$ cat config.mk
export PLATFORM = sky130hd
export DESIGN_NAME = ldpc_term_ctrl
export DESIGN_NICKNAME = d
export VERILOG_FILES = /design/src/rtl/ldpc_et_pkg.sv /design/src/rtl/ldpc_window_timer.sv /design/src/rtl/ldpc_parity_tree.sv /design/src/rtl/ldpc_slot_seq.sv /design/src/rtl/ldpc_term_ctrl.sv
export SDC_FILE = /design/constraint.sdc
export NUM_CORES = 1
export LEC_CHECK = 0
export BUFFER_PORTS_ARGS = -buffer_cell sky130_fd_sc_hd__buf_2
export CORE_MARGIN = 2
export CORE_UTILIZATION = 50
export CTS_BUF_LIST = sky130_fd_sc_hd__clkbuf_4
export DETAILED_ROUTE_END_ITERATION = 10
export PLACE_DENSITY = 0.82
export SYNTH_ARGS = -nofsm -noshare
export SYNTH_HDL_FRONTEND = slang
export SYNTH_HIERARCHICAL = 1
export SYNTH_SLANG_ARGS = --single-unit
$ cat constraint.sdc
create_clock -name clk_i -period 1.75 [get_ports clk_i]
set_input_delay 0.35 -clock clk_i [delete_from_list [all_inputs] [get_ports clk_i]]
set_output_delay 0.35 -clock clk_i [all_outputs]
set_load 0.03 [all_outputs]
$ cat src/rtl/ldpc_et_pkg.sv
package ldpc_et_pkg;
  localparam int NUM_SLOTS = 2;
  typedef logic [NUM_SLOTS-1:0] slot_vec_t;
endpackage

$ cat src/rtl/ldpc_window_timer.sv
module ldpc_window_timer #(
  parameter int PHASE_LEN = 4
) (
  input  logic clk_i,
  input  logic rst_ni,
  output logic side_o,
  output logic win_end_o
);
  localparam int PH_W = (PHASE_LEN > 1) ? $clog2(PHASE_LEN) : 1;
  localparam logic [PH_W-1:0] LAST_PH = PH_W'(PHASE_LEN - 1);

  logic [PH_W-1:0] phase_q;
  logic            side_q;

  always_ff @(posedge clk_i or negedge rst_ni) begin
    if (!rst_ni) begin
      phase_q <= '0;
      side_q  <= 1'b0;
    end else if (phase_q == LAST_PH) begin
      phase_q <= '0;
      side_q  <= ~side_q;
    end else begin
      phase_q <= phase_q + 1'b1;
    end
  end

  assign side_o    = side_q;
  assign win_end_o = (phase_q == LAST_PH);
endmodule

$ cat src/rtl/ldpc_parity_tree.sv
module ldpc_parity_tree #(
  parameter int N = 16
) (
  input  logic [N-1:0] flags_i,
  output logic         any_o
);
  localparam int LVL = (N > 1) ? $clog2(N) : 0;
  localparam int P   = 1 << LVL;

  for (genvar k = 0; k <= LVL; k++) begin : g_lvl
    logic [(P>>k)-1:0] v;
    if (k == 0) begin : g_leaf
      for (genvar i = 0; i < P; i++) begin : g_in
        if (i < N) begin : g_real
          assign v[i] = flags_i[i];
        end else begin : g_pad
          assign v[i] = 1'b0;
        end
      end
    end else begin : g_or
      for (genvar i = 0; i < (P >> k); i++) begin : g_pair
        assign v[i] = g_lvl[k-1].v[2*i] | g_lvl[k-1].v[2*i+1];
      end
    end
  end

  assign any_o = g_lvl[LVL].v[0];
endmodule

$ cat src/rtl/ldpc_slot_seq.sv
module ldpc_slot_seq #(
  parameter int MAX_ITERS = 15,
  parameter int IT_W      = 4
) (
  input  logic clk_i,
  input  logic rst_ni,
  input  logic load_i,
  input  logic chk_end_i,
  input  logic var_end_i,
  input  logic all_sat_i,
  output logic enable_o,
  output logic done_o,
  output logic decide_o
);
  localparam logic [IT_W-1:0] LAST_IT = IT_W'(MAX_ITERS - 1);

  logic            busy_q, conv_q, decided_q, done_q, decide_q;
  logic [IT_W-1:0] iter_q;
  logic            final_it, it_end, conv_hit;

  assign final_it = (iter_q == LAST_IT);
  assign it_end   = var_end_i & busy_q;
  // no sampling before one full check-to-variable update
  assign conv_hit = chk_end_i & busy_q & ~conv_q & (iter_q != '0) & all_sat_i;

  always_ff @(posedge clk_i or negedge rst_ni) begin
    if (!rst_ni) begin
      busy_q    <= 1'b0;
      conv_q    <= 1'b0;
      decided_q <= 1'b0;
      done_q    <= 1'b0;
      decide_q  <= 1'b0;
      iter_q    <= '0;
    end else begin
      // strobe is independent of a same-edge reload
      decide_q <= it_end & ~decided_q & (conv_q | final_it);
      if (load_i) begin
        busy_q    <= 1'b1;
        conv_q    <= 1'b0;
        decided_q <= 1'b0;
        done_q    <= 1'b0;
        iter_q    <= '0;
      end else begin
        if (conv_hit) conv_q <= 1'b1;
        if (it_end) begin
          iter_q <= iter_q + 1'b1;
          if (conv_q | final_it) decided_q <= 1'b1;
          if (final_it) begin
            busy_q <= 1'b0;
            done_q <= 1'b1;
          end
        end
      end
    end
  end

  assign enable_o = busy_q & ~conv_q;
  assign done_o   = done_q;
  assign decide_o = decide_q;
endmodule

$ cat src/rtl/ldpc_term_ctrl.sv
module ldpc_term_ctrl
  import ldpc_et_pkg::*;
#(
  parameter int NUM_CHECKS = 16,
  parameter int MAX_ITERS  = 15,
  parameter int PHASE_LEN  = 4
) (
  input  logic                  clk_i,
  input  logic                  rst_ni,
  input  logic                  new_frame_i,
  input  logic [NUM_CHECKS-1:0] parity_i,
  output logic                  check_enable_o,
  output logic                  variable_enable_o,
  output logic [NUM_SLOTS-1:0]  done_o,
  output logic [NUM_SLOTS-1:0]  decide_o
);
  localparam int IT_W = $clog2(MAX_ITERS + 1);

  logic      side, win_end, any_unsat;
  slot_vec_t chk_end, var_end, load, slot_en;

  ldpc_window_timer #(.PHASE_LEN(PHASE_LEN)) u_timer (
    .clk_i     (clk_i),
    .rst_ni    (rst_ni),
    .side_o    (side),
    .win_end_o (win_end)
  );

  ldpc_parity_tree #(.N(NUM_CHECKS)) u_tree (
    .flags_i (parity_i),
    .any_o   (any_unsat)
  );

  for (genvar s = 0; s < NUM_SLOTS; s++) begin : g_slot
    assign chk_end[s] = win_end & (side == 1'(s));
    assign var_end[s] = win_end & (side != 1'(s));
    assign load[s]    = new_frame_i & var_end[s];

    ldpc_slot_seq #(.MAX_ITERS(MAX_ITERS), .IT_W(IT_W)) u_seq (
      .clk_i     (clk_i),
      .rst_ni    (rst_ni),
      .load_i    (load[s]),
      .chk_end_i (chk_end[s]),
      .var_end_i (var_end[s]),
      .all_sat_i (~any_unsat),
      .enable_o  (slot_en[s]),
      .done_o    (done_o[s]),
      .decide_o  (decide_o[s])
    );
  end

  assign check_enable_o    = slot_en[side];
  assign variable_enable_o = slot_en[~side];
endmodule

==> results.json <==
{
  "outcome": "finished clean",
  "floorplan.rows": 16,
  "cts.path.max_buffers": 2,
  "cp-startpoint": "g_slot[1].u_seq/busy_q",
  "drt_first_pass_iters": 5,
  "grt_pass1_vias": 767,
  "clock_tree_from_tritoncts": "yes",
  "yosysSeqAreaShare_pct": 50.3,
  "crit_end": "variable_enable_o",
  "synthesis.area_per_instance_um2": 10.3,
  "postSynthCellCount": 101,
  "post-synth-top-count-cell": "sky130_fd_sc_hd__dfrtp_1",
  "critical_path.reg2reg.endpoint": "g_slot[0].u_seq/conv_q",
  "netSwitchingFraction_pct": 24.1,
  "tightest_slew_ns": 0.447,
  "power-per-cell-area_nw_per_um2": 663,
  "finalHoldViolations": 0,
  "post-dp-hpwl_um": 1500,
  "yosys_register_bits": 21,
  "timing.reg2reg.worst_path_depth": 5,
  "grt_pass1_wl_um": 3310,
  "timing.final.crit_share_pct": 97.4,
  "data_required_critical_path_ns": 1.40,
  "core_area_um2": 1960,
  "synth-edff-count": 0,
  "hold_class": "reg2reg",
  "asyncSetResetFlopFracSynth_pct": 100,
  "synth.yosys.warnings": 6,
  "seq_power_share_pct": 62.4,
  "die_w_um": 49.7,
  "final_max_slew_violation_count": 0,
  "initialDrtViolationCount": 18,
  "yosys.area.top_type": "sky130_fd_sc_hd__dfrtp_1",
  "r2r_slack_ns": 0.21,
  "design.final.nets": 159,
  "power.ir.vdd_worst_mv": 0.427,
  "combPwrFrac_pct": 10.8,
  "yosys_most_used_dff": "sky130_fd_sc_hd__dfrtp_1",
  "globalplace.congestion": 0.724,
  "ys_types": 27,
  "fin_crit_ns": 1.70,
  "critical_path.cell_chain": "nor2b_1 > mux2_2 > buf_2",
  "switchingPower_uw": 201,
  "cp_top_family": "flip-flops",
  "effective_utilization_at_floorplan_pct": 53.3,
  "synthDominantCellAreaShare_pct": 50.3,
  "final_layout_size_suffix_gt1_share_pct": 32.8,
  "yosys-top-cells-area": "sky130_fd_sc_hd__dfrtp_1 (50%), sky130_fd_sc_hd__ha_1 (9.6%), sky130_fd_sc_hd__nor2_1 (4.0%), sky130_fd_sc_hd__a21oi_1 (2.9%), sky130_fd_sc_hd__nand3_1 (2.9%)",
  "crit_path_start_kind": "register",
  "tritoncts_buffer_count": 3,
  "ioPinCount": 25,
  "dpl.cell_count": 150,
  "skew_ns": 0.00964,
  "crit_fanout": 5,
  "wl_per_cell_um": 12.7,
  "cts.root.buffer_cell": "sky130_fd_sc_hd__clkbuf_4",
  "cap_violations": 0,
  "fmax_ghz": 0.587,
  "worst_slew_margin_rel_pct": 70.2,
  "power.share.clock_pct": 26.8,
  "worstPathArrival_ns": 1.35,
  "mappedNetlistArea_um2": 1040,
  "total_leakage_power_uw": 0.000656,
  "h-tree-depth": 1,
  "initial_antenna_violation_count": 0,
  "detail_route.wirelength_um": 2010,
  "critical_path_class": "reg2out",
  "worstSkewPairLatency_ns": 0.29,
  "port_buffers": 24,
  "cts.sink_count": 21,
  "grt_usage_pct": 17.5,
  "remaining_drc_errors": 0,
  "worstPathBufferInverterCount": 1,
  "insertedDiodeCount": 0,
  "finalCoreUtilization_pct": 63.9,
  "totalPowerFinal_uw": 832,
  "final-setup-viol-count": 0,
  "fp.dieArea_um2": 2470,
  "synth.top_cells.by_count": "sky130_fd_sc_hd__dfrtp_1 (21), sky130_fd_sc_hd__nor2_1 (11), sky130_fd_sc_hd__ha_1 (8)",
  "max_stage_delay_ns": 0.46,
  "internal-power_uw": 631,
  "crit_slowest_cell": "sky130_fd_sc_hd__dfrtp_2",
  "global_route.overflow_total": 0,
  "antenna_violating_nets_post_route": 0,
  "clk_transition_reported_paths_ns": 0.12,
  "drt-vias-per-instance": 5.27,
  "setup.worst_path.end_class": "output pin",
  "syn2layout_area_growth_pct": 20.0,
  "largest_net_degree_at_the_start_of_global_routing": 22,
  "r2r_start": "g_slot[0].u_seq/iter_q[0]",
  "synth_fp_nets": 128,
  "cp_num_cells": 3,
  "die_y_um": 49.7,
  "post_layout_nonfiller_instances": 158,
  "via_count": 833
}
## per-stage QoR
stage | hold slack (ns) | setup TNS [ns] | instance area (um2) | worst slack [ns]
after floorplan | 0.0544 | 0 | 1040 | 0.338
after global placement | 0.322 | 0 | 1190 | 0.321
after detailed placement | 0.323 | 0 | 1190 | 0.256
after CTS | 0.438 | 0 | 1230 | 0.0190
after global routing | 0.458 | -0.00498 | 1250 | -0.00498
final | 0.433 | 0 | 1250 | 0.0453
## what timing repair did
item / in CTS / in global routing
gates cloned: 0 / 0
buffers inserted: 0 / 3
setup endpoints to repair: 1 / 2
gates resized for setup: 2 / 0
hold buffers: 1 / 0
hold endpoints to repair: 12 / 0
## routing by layer
metal  up-vias  GRT usage (%)  wire [um]
met3         0           3.03        132
met2        38           28.2        998
met4         0           5.56          0
li1        408              -          -
met1       387           24.2        881
met5         -              0          0
## flip-flops by register name, indices dropped and copies added (netlist names)
name and flops:
g_slot.u_seq/busy_q 2, g_slot.u_seq/conv_q 2, g_slot.u_seq/decide_o 2, g_slot.u_seq/decided_q 2
g_slot.u_seq/done_o 2, g_slot.u_seq/iter_q 8, u_timer/phase_q 2, u_timer/side_o 1
## worst min-delay path by stage
stage | startpoint | to | slack [ns] | cells past startpoint
3_5_place_dp | rst_ni | g_slot[1].u_seq/decided_q | 0.32 | 1
5_1_grt | g_slot[0].u_seq/decided_q | g_slot[0].u_seq/decide_o | 0.46 | 1
3_3_place_gp | rst_ni | g_slot[1].u_seq/decided_q | 0.32 | 1
6_report | g_slot[1].u_seq/decided_q | g_slot[1].u_seq/decide_o | 0.43 | 1
4_1_cts | g_slot[1].u_seq/decided_q | g_slot[1].u_seq/decide_o | 0.44 | 1
2_1_floorplan | rst_ni | g_slot[0].u_seq/busy_q | 0.05 | 0
## power by group through the flow
stage / logic, uW / clock network [uW] / registers, uW
2_1_floorplan: 44.3 / 0 / 525
3_3_place_gp: 78.9 / 0 / 526
3_5_place_dp: 85.6 / 0 / 527
4_1_cts: 87.4 / 227 / 518
5_1_grt: 103 / 255 / 521
6_report: 89.8 / 223 / 519
## placed cells by master (no fill, tap or decap), types with 4 or more instances in the layout
cell type,instances
sky130_fd_sc_hd__nor2_1,11
sky130_fd_sc_hd__nor4_1,4
sky130_fd_sc_hd__dfrtp_1,19
sky130_fd_sc_hd__nand3_1,6
sky130_fd_sc_hd__inv_1,7
sky130_fd_sc_hd__a21oi_1,6
sky130_fd_sc_hd__buf_2,24
sky130_fd_sc_hd__ha_1,8
sky130_fd_sc_hd__nand2_1,4
## layout make-up
type                    count  area, um2
repair buffers             28        153
multi-input cells          71        485
flip-flops and latches     21        528
fillers                   175        708
clock buffers               3       22.5
inverters                   7       26.3
clock inverters             1       5.00
well taps                  27       33.8
## kinds of logic after synthesis
group / share of synthesized area, %
DFF: 50.3
muxes: 2.16
buffers and inverters: 3.23
xor gates and xnor gates: 4.19
AOI/OAI and AO/OA: 9.58
and+or+nand+nor: 21.0
adders and majority gates: 9.58
Note: power is estimated with default switching activity, not from simulation.
